`src/rtl/cc_pkg.sv`:
```
package cc_pkg;
  typedef enum logic {
    PH_FILL = 1'b0,
    PH_READ = 1'b1
  } phase_e;
endpackage

```
`src/rtl/cc_wr_ctrl.sv`:
```
module cc_wr_ctrl #(
  parameter int M_DEPTH = 64,
  parameter int L_STEP  = 48,
  localparam int AW = $clog2(M_DEPTH),
  localparam int CW = $clog2(L_STEP + 1)
) (
  input  logic          clk_i,
  input  logic          rst_ni,
  input  logic          accept_i,
  output logic [AW-1:0] wr_addr_o,
  output logic [AW-1:0] newest_o,
  output logic          blk_done_o
);
  localparam logic [CW-1:0] LAST_CNT = CW'(L_STEP - 1);

  logic [AW-1:0] wp_q;
  logic [CW-1:0] cnt_q;

  // descending write pointer, wraps modulo M
  always_ff @(posedge clk_i or negedge rst_ni) begin
    if (!rst_ni) begin
      wp_q  <= AW'(M_DEPTH - 1);
      cnt_q <= '0;
    end else if (accept_i) begin
      wp_q  <= wp_q - 1'b1;
      cnt_q <= (cnt_q == LAST_CNT) ? '0 : cnt_q + 1'b1;
    end
  end

  assign wr_addr_o  = wp_q;
  assign newest_o   = wp_q + 1'b1;
  assign blk_done_o = accept_i && (cnt_q == LAST_CNT);


  wp_step_chk: assert property (@(posedge clk_i) disable iff (!rst_ni)
    accept_i |=> wr_addr_o == $past(wr_addr_o) - 1'b1);
endmodule

```
`src/rtl/cc_buffer.sv`:
```
module cc_buffer #(
  parameter int M_DEPTH = 64,
  parameter int DATA_W  = 16,
  localparam int AW = $clog2(M_DEPTH)
) (
  input  logic              clk_i,
  input  logic              rst_ni,
  input  logic              we_i,
  input  logic [AW-1:0]     waddr_i,
  input  logic [DATA_W-1:0] wdata_i,
  input  logic [AW-1:0]     raddr_i,
  output logic [DATA_W-1:0] rdata_o
);
  logic [DATA_W-1:0] mem_q [M_DEPTH];

  for (genvar i = 0; i < M_DEPTH; i++) begin : g_ent
    always_ff @(posedge clk_i or negedge rst_ni) begin
      if (!rst_ni) mem_q[i] <= '0;
      else if (we_i && (waddr_i == AW'(i))) mem_q[i] <= wdata_i;
    end
  end

  assign rdata_o = mem_q[raddr_i];
endmodule

```
`src/rtl/cc_origin.sv`:
```
module cc_origin #(
  parameter int M_DEPTH = 64,
  parameter int L_STEP  = 48,
  localparam int AW = $clog2(M_DEPTH)
) (
  input  logic          clk_i,
  input  logic          rst_ni,
  input  logic          adv_i,
  output logic [AW-1:0] origin_o
);
  localparam logic [AW-1:0] STEP = AW'(L_STEP % M_DEPTH);

  logic [AW-1:0] org_q;

  always_ff @(posedge clk_i or negedge rst_ni) begin
    if (!rst_ni)    org_q <= '0;
    else if (adv_i) org_q <= org_q + STEP;
  end

  assign origin_o = org_q;
endmodule

```
`src/rtl/cc_reader.sv`:
```
module cc_reader
  import cc_pkg::*;
#(
  parameter int M_DEPTH = 64,
  localparam int AW = $clog2(M_DEPTH)
) (
  input  logic          clk_i,
  input  logic          rst_ni,
  input  logic          blk_done_i,
  input  logic [AW-1:0] newest_i,
  input  logic [AW-1:0] origin_i,
  output logic          fill_o,
  output logic          valid_o,
  output logic          first_o,
  output logic          last_o,
  output logic          adv_o,
  output logic [AW-1:0] raddr_o
);
  localparam logic [AW-1:0] K_LAST = AW'(M_DEPTH - 1);

  phase_e        ph_q;
  logic [AW-1:0] k_q;

  always_ff @(posedge clk_i or negedge rst_ni) begin
    if (!rst_ni) begin
      ph_q <= PH_FILL;
      k_q  <= '0;
    end else begin
      unique case (ph_q)
        PH_FILL: if (blk_done_i) begin
          ph_q <= PH_READ;
          k_q  <= '0;
        end
        PH_READ: begin
          k_q <= k_q + 1'b1;
          if (k_q == K_LAST) ph_q <= PH_FILL;
        end
        default: ph_q <= PH_FILL;
      endcase
    end
  end

  assign fill_o  = (ph_q == PH_FILL);
  assign valid_o = (ph_q == PH_READ);
  assign first_o = valid_o && (k_q == '0);
  assign last_o  = valid_o && (k_q == K_LAST);
  assign adv_o   = last_o;
  // rotation: newest address plus origin plus entry index
  assign raddr_o = newest_i + origin_i + k_q;


  first_once_chk: assert property (@(posedge clk_i) disable iff (!rst_ni)
    first_o |=> !first_o);

  start_first_chk: assert property (@(posedge clk_i) disable iff (!rst_ni)
    $rose(valid_o) |-> first_o);

  start_after_done_chk: assert property (@(posedge clk_i) disable iff (!rst_ni)
    (fill_o && blk_done_i) |=> first_o);
endmodule

```
`src/rtl/circ_commutator.sv`:
```
module circ_commutator #(
  parameter int M_DEPTH = 64,
  parameter int L_STEP  = 48,
  parameter int DATA_W  = 16,
  localparam int AW = $clog2(M_DEPTH)
) (
  input  logic              clk_i,
  input  logic              rst_ni,
  input  logic              in_valid_i,
  output logic              in_ready_o,
  input  logic [DATA_W-1:0] in_data_i,
  output logic              out_valid_o,
  output logic              out_first_o,
  output logic              out_last_o,
  output logic [DATA_W-1:0] out_data_o,
  output logic [AW-1:0]     out_origin_o
);
  logic          accept;
  logic [AW-1:0] wr_addr, newest, raddr, origin;
  logic          blk_done, fill, adv;

  assign accept = in_valid_i && fill;

  cc_wr_ctrl #(.M_DEPTH(M_DEPTH), .L_STEP(L_STEP)) u_wr (
    .clk_i, .rst_ni,
    .accept_i   (accept),
    .wr_addr_o  (wr_addr),
    .newest_o   (newest),
    .blk_done_o (blk_done)
  );

  cc_buffer #(.M_DEPTH(M_DEPTH), .DATA_W(DATA_W)) u_buf (
    .clk_i, .rst_ni,
    .we_i    (accept),
    .waddr_i (wr_addr),
    .wdata_i (in_data_i),
    .raddr_i (raddr),
    .rdata_o (out_data_o)
  );

  cc_origin #(.M_DEPTH(M_DEPTH), .L_STEP(L_STEP)) u_org (
    .clk_i, .rst_ni,
    .adv_i    (adv),
    .origin_o (origin)
  );

  cc_reader #(.M_DEPTH(M_DEPTH)) u_rd (
    .clk_i, .rst_ni,
    .blk_done_i (blk_done),
    .newest_i   (newest),
    .origin_i   (origin),
    .fill_o     (fill),
    .valid_o    (out_valid_o),
    .first_o    (out_first_o),
    .last_o     (out_last_o),
    .adv_o      (adv),
    .raddr_o    (raddr)
  );

  assign in_ready_o   = fill;
  assign out_origin_o = origin;


  ready_after_last_chk: assert property (@(posedge clk_i) disable iff (!rst_ni)
    out_last_o |=> in_ready_o && !out_valid_o);

  origin_step_chk: assert property (@(posedge clk_i) disable iff (!rst_ni)
    $fell(out_valid_o) |-> out_origin_o == $past(out_origin_o) + AW'(L_STEP % M_DEPTH));

  origin_hold_chk: assert property (@(posedge clk_i) disable iff (!rst_ni)
    !$past(out_last_o) |-> $stable(out_origin_o));

  no_write_in_read_chk: assert property (@(posedge clk_i) disable iff (!rst_ni)
    out_valid_o |=> $stable(newest) || !$past(out_valid_o));
endmodule

```
`config.mk`:
```
export PLATFORM = sky130hd
export DESIGN_NAME = circ_commutator
export DESIGN_NICKNAME = d
export VERILOG_FILES = /design/src/rtl/cc_pkg.sv /design/src/rtl/cc_wr_ctrl.sv /design/src/rtl/cc_buffer.sv /design/src/rtl/cc_origin.sv /design/src/rtl/cc_reader.sv /design/src/rtl/circ_commutator.sv
export SDC_FILE = /design/constraint.sdc
export NUM_CORES = 1
export LEC_CHECK = 0
export ABC_AREA = 1
export BUFFER_PORTS_ARGS = -buffer_cell sky130_fd_sc_hd__buf_2
export CORE_UTILIZATION = 40
export CTS_CLUSTER_SIZE = 10
export DETAILED_ROUTE_END_ITERATION = 16
export PLACE_DENSITY = 0.51
export SETUP_SLACK_MARGIN = 0.5
export SKIP_CTS_REPAIR_TIMING = 1
export SLEW_MARGIN = 20
export SYNTH_ARGS = -nofsm -noshare
export SYNTH_HDL_FRONTEND = slang
export SYNTH_HIERARCHICAL = 1
export SYNTH_SLANG_ARGS = --single-unit
```
`constraint.sdc`:
```
create_clock -name clk_i -period 6.5 [get_ports clk_i]
set_input_delay 0 -clock clk_i [delete_from_list [all_inputs] [get_ports clk_i]]
set_output_delay 0 -clock clk_i [all_outputs]
set_load 0.01 [all_outputs]
```
-- Word level (Yosys, flattened, before mapping)
Cells that the tools add are included.
- register bits: 1049
- logic and storage cells: 224
- add/subtract/negate cells: 7
- mux-type cells: 9
- bitwise operators: 2
- magnitude comparators: 1
- reductions and logical operators: 70
- equality and inequality tests: 66
- operators with widths (kind ; number):
    $eq A6 B6 Y1 const B ; 34
    $bmux W16 S6 ; 1
    $eq A6 B5 Y1 const B ; 16
    $logic_and A1 B1 Y1 ; 68
    $eq A6 B4 Y1 const B ; 8
    $mux W16 ; 2
    $eq A6 B3 Y1 const B ; 4
    $add A6 B1 Y6 const B ; 3
    $add A6 B6 Y6 ; 2
    $eq A6 B2 Y1 const B ; 2
    $logic_not A6 Y1 ; 2
    $mux W6 ; 2
    $pmux W6 S2 ; 1
    $ge A7 B7 Y1 const B ; 1
    $not A6 Y7 ; 1
    $add A6 B6 Y6 const B ; 1
    $eq A6 B1 Y1 const B ; 1
    $sub A6 B1 Y6 const B ; 1
    $mux W1 ; 2
    $ne A2 B2 Y1 const B ; 1
    $pmux W1 S2 ; 1
    $not A1 Y1 ; 1

-- Depth between registers and ports, before layout
Gate-level depths: netlist (run 1).
- depth after elaboration: 7
- depth in mapped cells: 16
- gate-level depth less buffers: 14

-- Modules after synthesis
The synthesis (run 1) kept the hierarchy.
- modules (own cells, without submodules) (module ; cells each ; area an instance (um2) ; times used):
    cc_buffer ; 5869 ; 46664.8 ; 1
    cc_reader ; 95 ; 739.5 ; 1
    cc_wr_ctrl ; 77 ; 705.7 ; 1
    cc_origin ; 14 ; 116.4 ; 1
    circ_commutator ; 2 ; 7.5 ; 1

-- Worst setup path after synthesis (run 1)
No wires, ideal clock.
- kind: register -> output
- start point: register u_wr.wp_q[0] (netlist: u_wr/wr_addr_o[0])
- end point: output port out_data_o[10]
- arrival: 3.241 ns
- cell stages (with the launch flop): 15
- slack: 3.259 ns
- buffers on the path: 2
- required time: 6.500 ns
- cell sequence: dfstp_2 -> inv_2 -> ha_1 -> fa_1 -> ha_1 -> fa_1 -> inv_1 -> clkbuf_1 -> clkbuf_1 -> nand3_1 -> nand2_1 -> nand2_1 -> nand3_1 -> nand3_1 -> nand2_1
- cells in the longest elaborated chain, start to end: 7
- RTL lines (what ; RTL line ; source):
    start, declared ; cc_wr_ctrl.sv:16 ; logic [AW-1:0] wp_q;
    start signal, assigned ; cc_wr_ctrl.sv:22 ; wp_q <= AW'(M_DEPTH - 1);
    start signal, assigned ; cc_wr_ctrl.sv:25 ; wp_q <= wp_q - 1'b1;
    $add A6 B1 Y6 ; cc_wr_ctrl.sv:31 ; assign newest_o = wp_q + 1'b1;
    named net newest[0] ; circ_commutator.sv:19 ; logic [AW-1:0] wr_addr, newest, raddr, origin;
    $add A6 B6 Y6 (2 in series) ; cc_reader.sv:49 ; assign raddr_o = newest_i + origin_i + k_q;
    named net raddr[2] ; circ_commutator.sv:19 ;
    $not A6 Y7 (implied by the code) ; cc_buffer.sv:23 ; assign rdata_o = mem_q[raddr_i];
    $bmux W16 S6 ; cc_buffer.sv:23 ;
    $mux W16 (implied by the code) (2 in series) ; cc_buffer.sv:23 ;
    end, declared ; circ_commutator.sv:15 ; output logic [DATA_W-1:0] out_data_o,
The timed path passes the listed nets, and every way through them passes these cells. The select of a mux whose other input is x is not followed.

-- Worst setup path in the final report (run 1)
- start point: register u_wr.wp_q[0] (netlist: u_wr/wr_addr_o[0])
- end point: output port out_data_o[4]
The elaborated chain is that of the path after synthesis.

==> flow_summary.toml, run 1 <==
[clock_network]
h-tree-depth = 3
cts-root-buf = "clkbuf_16"
clock_latency_ns = 0.71
clockBufferDepth = 3
clk_pin_slew_ns = 0.05
tritoncts = "done"
numCtsBuffers = 121
cts.sinks = 1045

[route]
wl_per_cell_um = 21.7
dr_total_vias = 40400
final_antenna_net_count = 0
drc_errors = 0
initialDrtViolationCount = 3964
viasPerCell = 5.40
dr.pass1.iters = 6
wl_um = 162000

[timing]
layout_min_cycle_time_ns = 5.52
setup_tns_ns = 0
slew_headroom = 0.181
rsz0062_at_grt = "no"
setup_violations = 0
worst_slew_pin_slew_ns = 1.23
drv_slew = 0
hold_ws_ns = -0.0240
fin_skew_ns = 0.0271
max_clock_freq_mhz = 181
fin_crit_sh = 0.849
timing.final.hold_violations = 10

[final_layout]
final_cell_mix = "nand2_1, dfrtp_1, nand3_1"
nets = 5834
syn_to_final_growth_pct = 9.28
layout-drive-gt1-share = 0.0627
final_common_cell = "nand2_1"

[logic_synthesis]
netlist_area_um2 = 48200
postSynthAreaPerCell_um2 = 7.96
async_flop_share = 1.00
synth_top_area_share = 0.539
yosysWarnings = 6
yosysTopAreaCell = "dfrtp_1"
yosysSeqAreaShare = 0.542
syn_inst = 6057
synth_seq_cells = 1045
synth_edf_count = 0
synth_cell_types = 37
synth-main-ff-cell = "dfrtp_1"
synth_area_leaders = "dfrtp_1, nand2_1, nand3_1"

[placement]
port-buffer-count = 40
hpwl_um = 87900
place.gp.congestion = 0.809

[grt]
antenna_found_initial = 3
grt_pass1_vias = 37900
track_usage = 0.266
grt_first_pass_wirelength_um = 247000
grt_max_degree = 181
grt_util_met1 = 0.393
grt_use_met3 = 0.0465
overflow = 0
top_usage_layer = "met2"
grtUsageMet2 = 0.403

[floorplan]
core_area_um2 = 120000
dieArea_um2 = 122000
die_w_um = 349
io_pins = 45
fp.dieH_um = 349
rows = 127
start_util = 0.403

[critical_path]
crit_type = "flop to primary output"
critPathRequiredTime_ns = 6.50
startpoint = "u_wr/wr_addr_o[0]"
worst_setup_path_end_kind = "primary output"
cp_data_arrival_time_ns = 5.52
regToRegStartpoint = "u_rd/valid_o"
cp-start-kind = "flop"
crit_fanout = 105

[run]
max-cap-violations = 0

[status]
violations = "negative hold slack"
status = "complete, but fails checks"

[hold_path]
worstHoldPathType = "input pin to async pin"
## synthesized netlist by cell type (2+ instances only)
| master | n |
|---|---|
| nand2_1 | 2359 |
| dfrtp_1 | 1039 |
| nand3_1 | 872 |
| o21ai_0 | 789 |
| clkbuf_1 | 352 |
| o21ai_1 | 193 |
| buf_2 | 89 |
| nor2_1 | 77 |
| a21oi_1 | 53 |
| inv_1 | 42 |
| buf_1 | 38 |
| buf_6 | 20 |
| buf_4 | 18 |
| clkinv_1 | 16 |
| nand2_4 | 14 |
| nand2_2 | 13 |
| xor2_1 | 11 |
| ha_1 | 9 |
| inv_2 | 9 |
| dfstp_2 | 6 |
| fa_1 | 6 |
| nor2_4 | 6 |
| nor2_2 | 4 |
| nor3_4 | 3 |
| buf_8 | 2 |
| nand4_1 | 2 |
| nor3_1 | 2 |
| nor4_2 | 2 |
| or2_2 | 2 |
| xnor2_1 | 2 |
## logic make-up after synthesis
| logic type | after synthesis | synth area share |
|---|---|---|
| xor gates and xnor gates | 13 | 0.00236 |
| DFF | 1045 | 0.542 |
| other | 1 | 0.0000777 |
| buffers and inverters | 587 | 0.0530 |
| and+or+nand+nor | 3358 | 0.289 |
| adders and majority gates | 15 | 0.00483 |
| AOI/OAI and AO/OA | 1038 | 0.108 |
## metrics by stage
step | hold slack [ns] | utilization | cell area [um2] | setup WS [ns] | std cells
2_1_floorplan | -0.296 | - | 48200 | 3.26 | 6060
3_3_place_gp | 0.181 | 0.410 | 49100 | 1.76 | 7285
3_5_place_dp | 0.190 | 0.410 | 49100 | 1.72 | 7285
4_1_cts | -0.570 | 0.439 | 52700 | 0.962 | 7474
5_1_grt | 0.0452 | 0.440 | 52700 | 0.745 | 7478
6_report | -0.0240 | 0.440 | 52700 | 0.979 | 7479
## sequential cells by signal, indices dropped and copies added (netlist names)
register and count:
u_wr/wr_addr_o 6, u_wr/cnt_q 6, u_buf/mem_q 1024, u_org/origin_o 2, u_rd/k_q 6, u_rd/valid_o 1
## final timing paths
check                      cells after the start               end  slack, ns
max                                           14     out_data_o[4]       0.98
min                                            2  u_buf/mem_q[858]      -0.02
max reg2reg                                    7  u_buf/mem_q[697]       2.93
min reg2reg                                    2  u_buf/mem_q[417]       0.48
max in group asynchronous                      4  u_buf/mem_q[244]       4.76
min in group clk_i                             4  u_buf/mem_q[591]       0.02
## per-layer routing
layer,vias up,routed length [um]
li1,19200,-
met1,19900,77000
met4,4,3620
met5,-,27
met2,1089,71600
met3,210,10100
## area by class of cell
type | count | area, um2
fill | 12400 | 67100
antenna | 1 | 2.50
tap | 1612 | 2020
sequential | 1045 | 26200
clock buffer | 181 | 3410
inverter | 67 | 279
timing repair buffer | 137 | 1110
clock inverter | 8 | 105
multi-input combinational | 4428 | 19600
## critical path, stage by stage, from the launching register on
cell and delay [ns]:
dfstp_2 0.60, inv_2 0.08, ha_1 0.33, fa_1 0.59, ha_4 0.35, inv_8 0.64, buf_4 0.73, nand3_1 0.16
nand3_1 0.11, nand2_1 0.14, nand2_1 0.09, nand3_1 0.18, nand3_1 0.19, nand2_1 0.21, buf_2 0.21
Power of run 1 is left out: the tool's default activity adds up to more than one toggle a clock period on the data nets, which glitch-free logic cannot reach.
==> inputs of run 2 (changes only) <==
--- a/config.mk
+++ b/config.mk
@@ -5,12 +5,12 @@
 export SDC_FILE = /design/constraint.sdc
 export NUM_CORES = 1
 export LEC_CHECK = 0
-export ABC_AREA = 1
+export ABC_AREA = 0
 export BUFFER_PORTS_ARGS = -buffer_cell sky130_fd_sc_hd__buf_2
 export CORE_UTILIZATION = 40
 export CTS_CLUSTER_SIZE = 10
 export DETAILED_ROUTE_END_ITERATION = 16
-export PLACE_DENSITY = 0.51
+export PLACE_DENSITY = 0.53
 export SETUP_SLACK_MARGIN = 0.5
 export SKIP_CTS_REPAIR_TIMING = 1
 export SLEW_MARGIN = 20
==> constraint.sdc (replaced) <==
create_clock -name clk_i -period 5 [get_ports clk_i]
set_input_delay 0 -clock clk_i [delete_from_list [all_inputs] [get_ports clk_i]]
set_output_delay 0 -clock clk_i [all_outputs]
set_load 0.01 [all_outputs]
==> run 2 against run 1 <==
Compared with the run above:
- the run now ends clean
- non-clock buffer count grew 72
- utilization grew 2.5 points
- register-to-register slack lost 1.2 ns
- clock skew grew 0.0091 ns
- synthesized area shrank 0.36%
- sequential share of layout area shrank 2.1 points
- sequential cell count is the same
- die area shrank 0.35%
==> flow_summary.toml, run 2 <==
[logic_synthesis]
postSynthAreaPerCell_um2 = 15.2
async_flop_share = 1.00
synth_top_area_share = 0.541
yosysSeqAreaShare = 0.544
yosysWarnings = 6
synth-main-ff-cell = "dfrtp_1"
yosys-top-cells-count = "dfrtp_1, mux2_2, mux4_2"
synth_edf_count = 0
yosysTopAreaCell = "dfrtp_1"
synthMostInstantiatedCell = "dfrtp_1"
synth_seq_cells = 1045
netlist_area_um2 = 48100
synth_area_leaders = "dfrtp_1, mux2_2, mux4_2"
syn_inst = 3154
synth_cell_types = 60

[timing]
fin_crit_sh = 0.989
setup_slack_ns = 0.0563
drv_slew = 0
rsz0062_at_grt = "yes"
worst_slew_pin_slew_ns = 1.16
layout_min_cycle_time_ns = 4.94
fin_skew_ns = 0.0362
setup_tns_ns = 0
setup_violations = 0
timing.final.hold_violations = 0
slew_headroom = 0.225
max_clock_freq_mhz = 202

[critical_path]
crit_fanout = 6
r2r_slack_ns = 1.69
worst_setup_path_end_kind = "primary output"
cp-start-kind = "flop"
cp_data_arrival_time_ns = 4.94
critPathRequiredTime_ns = 5.00
crit_type = "flop to primary output"

[final_layout]
layout-drive-gt1-share = 0.533
nets = 3233
syn_to_final_growth_pct = 14.6
instances_no_fill = 4851
top_register = "u_buf/mem_q"
final_core_util = 0.465
largest_reg_flops = 1024
final_common_cell = "dfrtp_1"
insertedDiodeCount = 0
final_cell_mix = "dfrtp_1, mux2_2, mux4_2"

[floorplan]
core_area_um2 = 119000
die_w_um = 349
fp.dieH_um = 349
io_pins = 45
dieArea_um2 = 122000
rows = 126
start_util = 0.405

[route]
drc_errors = 0
dr.pass1.iters = 5
initialDrtViolationCount = 1766
viasPerCell = 5.70
wl_um = 137000
dr_total_vias = 27700
final_antenna_net_count = 0
wl_per_cell_um = 28.2

[clock_network]
h-tree-depth = 3
clk_pin_slew_ns = 0.06
numCtsBuffers = 120
cts-root-buf = "clkbuf_16"
clockBufferDepth = 3
tritoncts = "done"
clock_latency_ns = 0.72
cts.sinks = 1045

[grt]
grt_max_degree = 163
grt_first_pass_wirelength_um = 203000
track_usage = 0.224
overflow = 0
antenna_found_initial = 2
grt_pass1_vias = 30000

[placement]
port-buffer-count = 40
pre_cts_slack_ns = 0.0113
placed_cells = 4627
hpwl_um = 82400
place.gp.congestion = 0.864

[hold_path]
worstHoldPathType = "input pin to async pin"

[status]
status = "finished clean"

[run]
max-cap-violations = 0
==> run 2: cell type report <==
cell class | instances | area (um2)
repair buffers | 209 | 2080
clock buffers | 166 | 3330
clock inverters | 8 | 133
multi-input cells | 1812 | 21300
fillers | 10400 | 63500
inverters | 11 | 48.8
well taps | 1600 | 2000
flip-flops and latches | 1045 | 26200
==> run 2: logic make-up after synthesis <==
logic type               synth area share
AND/OR/NAND/NOR                    0.0243
flip-flops                          0.544
AO/OA/AOI/OAI                      0.0223
other                           0.0000780
multiplexers                        0.374
XOR/XNOR                          0.00398
adder cells (fa/ha/maj)           0.00484
buffers and inverters              0.0266
==> run 2: layer usage <==
metal  up-vias  global-route usage  share of wire
met4         0              0.0744          0.029
met3       200              0.0328          0.037
li1      11700                   -              -
met5         -                   0              0
met1     15200               0.307           0.45
met2       587               0.365           0.49
==> run 2: stage by stage <==
| step | instance area (um2) | hold WS [ns] |
|---|---|---|
| 2_1_floorplan | 48100 | -0.296 |
| 3_3_place_gp | 50200 | 0.0182 |
| 3_5_place_dp | 50300 | 0.0381 |
| 4_1_cts | 53800 | -0.734 |
| 5_1_grt | 55100 | 0.0375 |
| 6_report | 55100 | 0.0200 |
==> run 2: worst max-delay path: stages, from the launching register on <==
cell and delay (ns):
dfstp_2 0.60, inv_2 0.07, ha_4 0.25, fa_1 0.50, ha_4 0.19, fa_4 0.88, buf_12 0.15, clkbuf_16 0.14
buf_4 0.10, mux4_2 0.27, mux2_2 0.31, a221oi_4 0.50, nor3_4 0.08, buf_2 0.16
==> run 2: final timing paths <==
kind	cells past startpoint	from	end
max in group asynchronous	4	rst_ni	u_buf/mem_q[939]
hold reg to reg	1	u_buf/mem_q[553]	u_buf/mem_q[553]
hold / removal	3	rst_ni	u_buf/mem_q[514]
setup / recovery	13	u_wr/wr_addr_o[1]	out_data_o[4]
min in group clk_i	4	in_valid_i	u_wr/wr_addr_o[0]
setup reg to reg	5	u_wr/wr_addr_o[0]	u_buf/mem_q[233]
Power of run 2 is left out for the same reason.
